--- src/rtl/wm_pkg.sv ---
package wm_pkg;

  // Action applied to the generator on the next rising edge
  typedef enum logic [1:0] {
    ACT_HOLD = 2'd0,
    ACT_STEP = 2'd1,
    ACT_LOAD = 2'd2
  } lfsr_act_e;

endpackage

--- src/rtl/wm_lfsr.sv ---
module wm_lfsr
  import wm_pkg::*;
#(
  parameter int          W            = 32,
  parameter logic [W-1:0] TAP_MASK    = 32'h8020_0003,
  parameter logic [W-1:0] DEFAULT_SEED = 32'hACE1_0001
) (
  input  logic           clk,
  input  logic           rst,
  input  lfsr_act_e      act,
  input  logic [W-1:0]   seed_val,
  output logic [W-1:0]   state,
  output logic           out_bit
);

  // One Fibonacci step: shift towards the MSB, feedback enters at bit 0
  function automatic logic [W-1:0] lfsr_advance(input logic [W-1:0] s);
    return {s[W-2:0], ^(s & TAP_MASK)};
  endfunction

  // An all-zero state would lock the register; substitute the default
  function automatic logic [W-1:0] seed_fix(input logic [W-1:0] v);
    return (v == '0) ? DEFAULT_SEED : v;
  endfunction

  logic [W-1:0] state_q;

  always_ff @(posedge clk) begin
    if (rst) begin
      state_q <= DEFAULT_SEED;
    end else begin
      unique case (act)
        ACT_LOAD: state_q <= seed_fix(seed_val);
        ACT_STEP: state_q <= lfsr_advance(state_q);
        default:  state_q <= state_q;
      endcase
    end
  end

  assign state   = state_q;
  assign out_bit = state_q[W-1];

endmodule

--- src/rtl/wm_toggle_bank.sv ---
module wm_toggle_bank #(
  parameter int N = 16,
  parameter int W = 16
) (
  input  logic         clk,
  input  logic         rst,
  input  logic         rotate,
  output logic [N*W-1:0] bits
);

  // Bit i is set when i is odd, so a one-place rotation flips every bit
  function automatic logic [W-1:0] alt_pattern();
    logic [W-1:0] p;
    for (int i = 0; i < W; i++) p[i] = 1'(i % 2);
    return p;
  endfunction

  function automatic logic [W-1:0] rotl1(input logic [W-1:0] r);
    return {r[W-2:0], r[W-1]};
  endfunction

  for (genvar k = 0; k < N; k++) begin : g_reg
    logic [W-1:0] r_q;
    always_ff @(posedge clk) begin
      if (rst)         r_q <= alt_pattern();
      else if (rotate) r_q <= rotl1(r_q);
    end
    assign bits[k*W +: W] = r_q;
  end

endmodule

--- src/rtl/wm_leak_gen.sv ---
module wm_leak_gen
  import wm_pkg::*;
#(
  parameter int                LFSR_W       = 32,
  parameter logic [LFSR_W-1:0] TAP_MASK     = 32'h8020_0003,
  parameter logic [LFSR_W-1:0] DEFAULT_SEED = 32'hACE1_0001,
  parameter int                BANK_N       = 16,
  parameter int                BANK_W       = 16
) (
  input  logic                     clk,
  input  logic                     rst,
  input  logic                     en,
  input  logic                     seed_load,
  input  logic [LFSR_W-1:0]        seed_val,
  output logic                     wm_bit,
  output logic [LFSR_W-1:0]        prng_state,
  output logic [BANK_N*BANK_W-1:0] bank_bits
);

  localparam int BANK_BITS = BANK_N * BANK_W;

  lfsr_act_e act;
  logic      raw_bit;
  logic      step_evt;

  // Load wins over stepping
  always_comb begin
    if (seed_load) act = ACT_LOAD;
    else if (en)   act = ACT_STEP;
    else           act = ACT_HOLD;
  end

  assign step_evt = (act == ACT_STEP);

  wm_lfsr #(
    .W           (LFSR_W),
    .TAP_MASK    (TAP_MASK),
    .DEFAULT_SEED(DEFAULT_SEED)
  ) u_lfsr (
    .clk     (clk),
    .rst     (rst),
    .act     (act),
    .seed_val(seed_val),
    .state   (prng_state),
    .out_bit (raw_bit)
  );

  assign wm_bit = step_evt & raw_bit;

  logic [BANK_BITS-1:0] bank_q;

  wm_toggle_bank #(
    .N(BANK_N),
    .W(BANK_W)
  ) u_bank (
    .clk   (clk),
    .rst   (rst),
    .rotate(wm_bit),
    .bits  (bank_q)
  );

  assign bank_bits = bank_q;

endmodule

--- config.mk ---
export PLATFORM = sky130hd
export DESIGN_NAME = wm_leak_gen
export DESIGN_NICKNAME = d
export VERILOG_FILES = /design/src/rtl/wm_pkg.sv /design/src/rtl/wm_lfsr.sv /design/src/rtl/wm_toggle_bank.sv /design/src/rtl/wm_leak_gen.sv
export SDC_FILE = /design/constraint.sdc
export NUM_CORES = 1
export LEC_CHECK = 0
export CAP_MARGIN = 20
export CORE_UTILIZATION = 48
export DETAILED_ROUTE_END_ITERATION = 12
export HOLD_SLACK_MARGIN = 0.15
export PLACE_DENSITY = 0.9
export SYNTH_ARGS = -nofsm -noshare
export SYNTH_HDL_FRONTEND = slang
export SYNTH_HIERARCHICAL = 1
export SYNTH_SLANG_ARGS = --single-unit
--- constraint.sdc ---
create_clock -name clk -period 3.4 [get_ports clk]
set_input_delay 0.68 -clock clk [delete_from_list [all_inputs] [get_ports clk]]
set_output_delay 0.68 -clock clk [all_outputs]
set_load 0.01 [all_outputs]
==> results.sh <==
export IMPL_outcome="complete, no violations"
export IMPL_period_share_pct=80.67
export IMPL_drtIter0Drc=472
export IMPL_cts_inserted_buffers=29
export IMPL_mostFrequentLayoutCell="clkdlybuf4s50_1"
export IMPL_ys_ff_latch=288
export IMPL_tightest_slew_ps=1020
export IMPL_cts_max_level=1
export IMPL_whs_ps=494.0
export IMPL_layout_common_cells="clkdlybuf4s50_1 (323), dfxtp_1 (288), nor2_1 (173), mux2i_1 (146), nor2b_1 (134)"
export IMPL_insertion_delay_ps=540
export IMPL_drt_wirelength_per_cell_um=17.25
export IMPL_postCtsHoldBufs=0
export IMPL_path_max_fanout=5
export IMPL_p_leak_uw=0.005785
export IMPL_postCtsSetupBuffers=0
export IMPL_synth_avg_cell_area_um2=10.61
export IMPL_cts_resized=0
export IMPL_postSynthCellCount=1035
export IMPL_synth_xor_area_share_pct=0.2393
export IMPL_die_area_um2=23480
export IMPL_yosysUniqueCellTypes=24
export IMPL_synth_top_family_by_area="simple AND/OR/NAND/NOR gates"
export IMPL_critical_path_endpoint_type="output port"
export IMPL_rows=54
export IMPL_worstHoldPathType="flop to flop"
export IMPL_dp_hpwl_um=18160
export IMPL_crit_type="input port to output port"
export IMPL_ios=325
export IMPL_vias=8594
export IMPL_drt_wl_total_um=27890
export IMPL_slowest_delay_ps=550
export IMPL_antenna_found_initial=0
export IMPL_synth_compound_area_share_pct=13.40
export IMPL_vdd_ir_drop_max_mv=0.5050
export IMPL_grt_max_degree=180
export IMPL_dieWidth_um=153.2
export IMPL_fin_crit_ps=2743
export IMPL_grt_busiest_layer="met2"
export IMPL_yosys_warnings=6
export IMPL_required_ps=2720
export IMPL_n_antenna_cell=0
export IMPL_grtUsageTotal_pct=22.83
export IMPL_rsz0062_at_grt="false"
export IMPL_fin_setup_tns_ps=0
export IMPL_grt_pass1_vias=8406
export IMPL_drv_cap=0
export IMPL_synth_simple_area_share_pct=14.77
export IMPL_gp_congestion=0.8969
export IMPL_syn_area_um2=10980
export IMPL_grt_pass1_wl_um=44240
export IMPL_ff_latch_area_um2=5766
export IMPL_crit_arrival_ps=2060
export IMPL_power_density_nw_per_um2=569.7
export IMPL_syn_num_nets=1072
export IMPL_drv_slew=0
export IMPL_drive_above_1_share_pct=5.310
export IMPL_first_pass_iters=6
export IMPL_clock_skew_ps=12.52
export IMPL_core_area_um2=22090
export IMPL_critPathLaunchType="input port"
export IMPL_cpMostUsedCell="clkdlybuf4s50_1"
export IMPL_grtUsageMet1_pct=26.24
export IMPL_root_buffer="clkbuf_16"
export IMPL_multi_input_area_um2=4599
export IMPL_yosys_area_share_adder_pct=0.1140
export IMPL_path_cells="clkdlybuf4s50_1 > and3b_4 > clkdlybuf4s50_1"
export IMPL_grt_ovfl_total=0
export IMPL_yosysSeqAreaShare_pct=52.51
export IMPL_viasPerCell=5.315
export IMPL_die_h_um=153.2
export IMPL_clock_sinks=288
export IMPL_slew_headroom_pct=31.99
export IMPL_port_buffers=324
export IMPL_use_met3_pct=6.946
export IMPL_setup_viol=0
export IMPL_tritoncts="built"
export IMPL_drc=0
export IMPL_initial_utilization_pct=49.69
export IMPL_cts_buffer_depth=3
export IMPL_use_met2_pct=39.14
export IMPL_final_hold_viol_count=0
export IMPL_cp_slowest_cell="clkdlybuf4s50_1"
export IMPL_final_nets=1351
export IMPL_clock_fmax_ghz=0.3646
export IMPL_ant_nets=0
export IMPL_fill_cells=1609
export IMPL_synth_area_mux_share_pct=13.31
export IMPL_clkSlewWorstSetupHoldPaths_ps=60
export IMPL_syn_to_final_growth_pct=37.61
==> flip-flops by register name, indices dropped and copies added (netlist names) <==
name,count
u_lfsr/state,32
u_bank/g.r_q,256
==> synthesized netlist by cell type, drive strengths merged <==
cell,n,area share (%)
a211oi,10,0.68
a211o,128,10
a221o,8,0.73
dfxtp,288,53
ha,1,0.11
inv,9,0.31
nor2,173,5.9
buf,48,4.0
a21oi,28,1.3
a21bo,1,0.091
clkbuf,38,1.3
xnor2,1,0.080
xor2,2,0.16
nand4,2,0.23
nor2b,134,7.6
and3b,1,0.080
nor4,8,0.91
o21ai,9,0.41
mux2i,146,13
==> per-stage QoR <==
step | cells | utilization, % | area [um2] | total power, uW | worst slack [ps]
after floorplan | 1035 | - | 10980 | 4677 | 1450
after global placement | 1563 | 63.91 | 14120 | 5340 | 689.8
after detailed placement | 1563 | 63.91 | 14120 | 5390 | 643.6
after CTS | 1617 | 68.38 | 15110 | 8695 | 658.8
after global routing | 1617 | 68.38 | 15110 | 8973 | 645.1
final | 1617 | 68.38 | 15110 | 8607 | 657.3
==> worst max-delay path, delay by kind of cell <==
kind	cells	cell delay [ps]
AND/OR/NAND/NOR	1	380
buffers and inverters	2	990
==> where the power goes <==
group | leakage [uW] | total, uW | switching, uW | internal (uW)
sequential | 0.00238 | 3870 | 219 | 3650
combinational | 0.00292 | 1470 | 668 | 801
clock | 0.000486 | 3270 | 1310 | 1960
total | 0.00578 | 8610 | 2190 | 6410
==> metal layers <==
| metal | share of wire (%) | wire length, um |
|---|---|---|
| met5 | 0 | 0 |
| met4 | 3.8 | 1065 |
| met1 | 40 | 11210 |
| met2 | 48 | 13370 |
| met3 | 8.0 | 2236 |
==> layout make-up <==
cell class	count	area share (%)
Inverter	9	0.2236
Clock inverter	15	1.217
Timing Repair Buffer	334	22.32
Multi-Input combinational cell	652	30.44
Clock buffer	39	5.317
Tap cell	280	2.319
Sequential cell	288	38.16
==> final timing paths <==
path	cells past startpoint	start	end	slack [ps]
worst min-delay path	1	u_bank/g_reg[3].r_q[10]	u_bank/g_reg[3].r_q[11]	490
worst max register to register	4	u_lfsr/state[31]	u_bank/g_reg[2].r_q[1]	1360
worst min register to register	1	u_bank/g_reg[3].r_q[10]	u_bank/g_reg[3].r_q[11]	490
worst max-delay path	3	seed_load	wm_bit	660
==> cells by family (layout without fill, tap and decap cells) <==
kind of cell               after synthesis  count (layout)
muxes                                  146             146
DFF                                    288             288
and+or+nand+nor                        318             318
adders and majority gates                1               1
xor gates and xnor gates                 3               3
buffers and inverters                   95             397
AOI/OAI and AO/OA                      184             184
No activity file was read; power rests on OpenSTA's default activity.
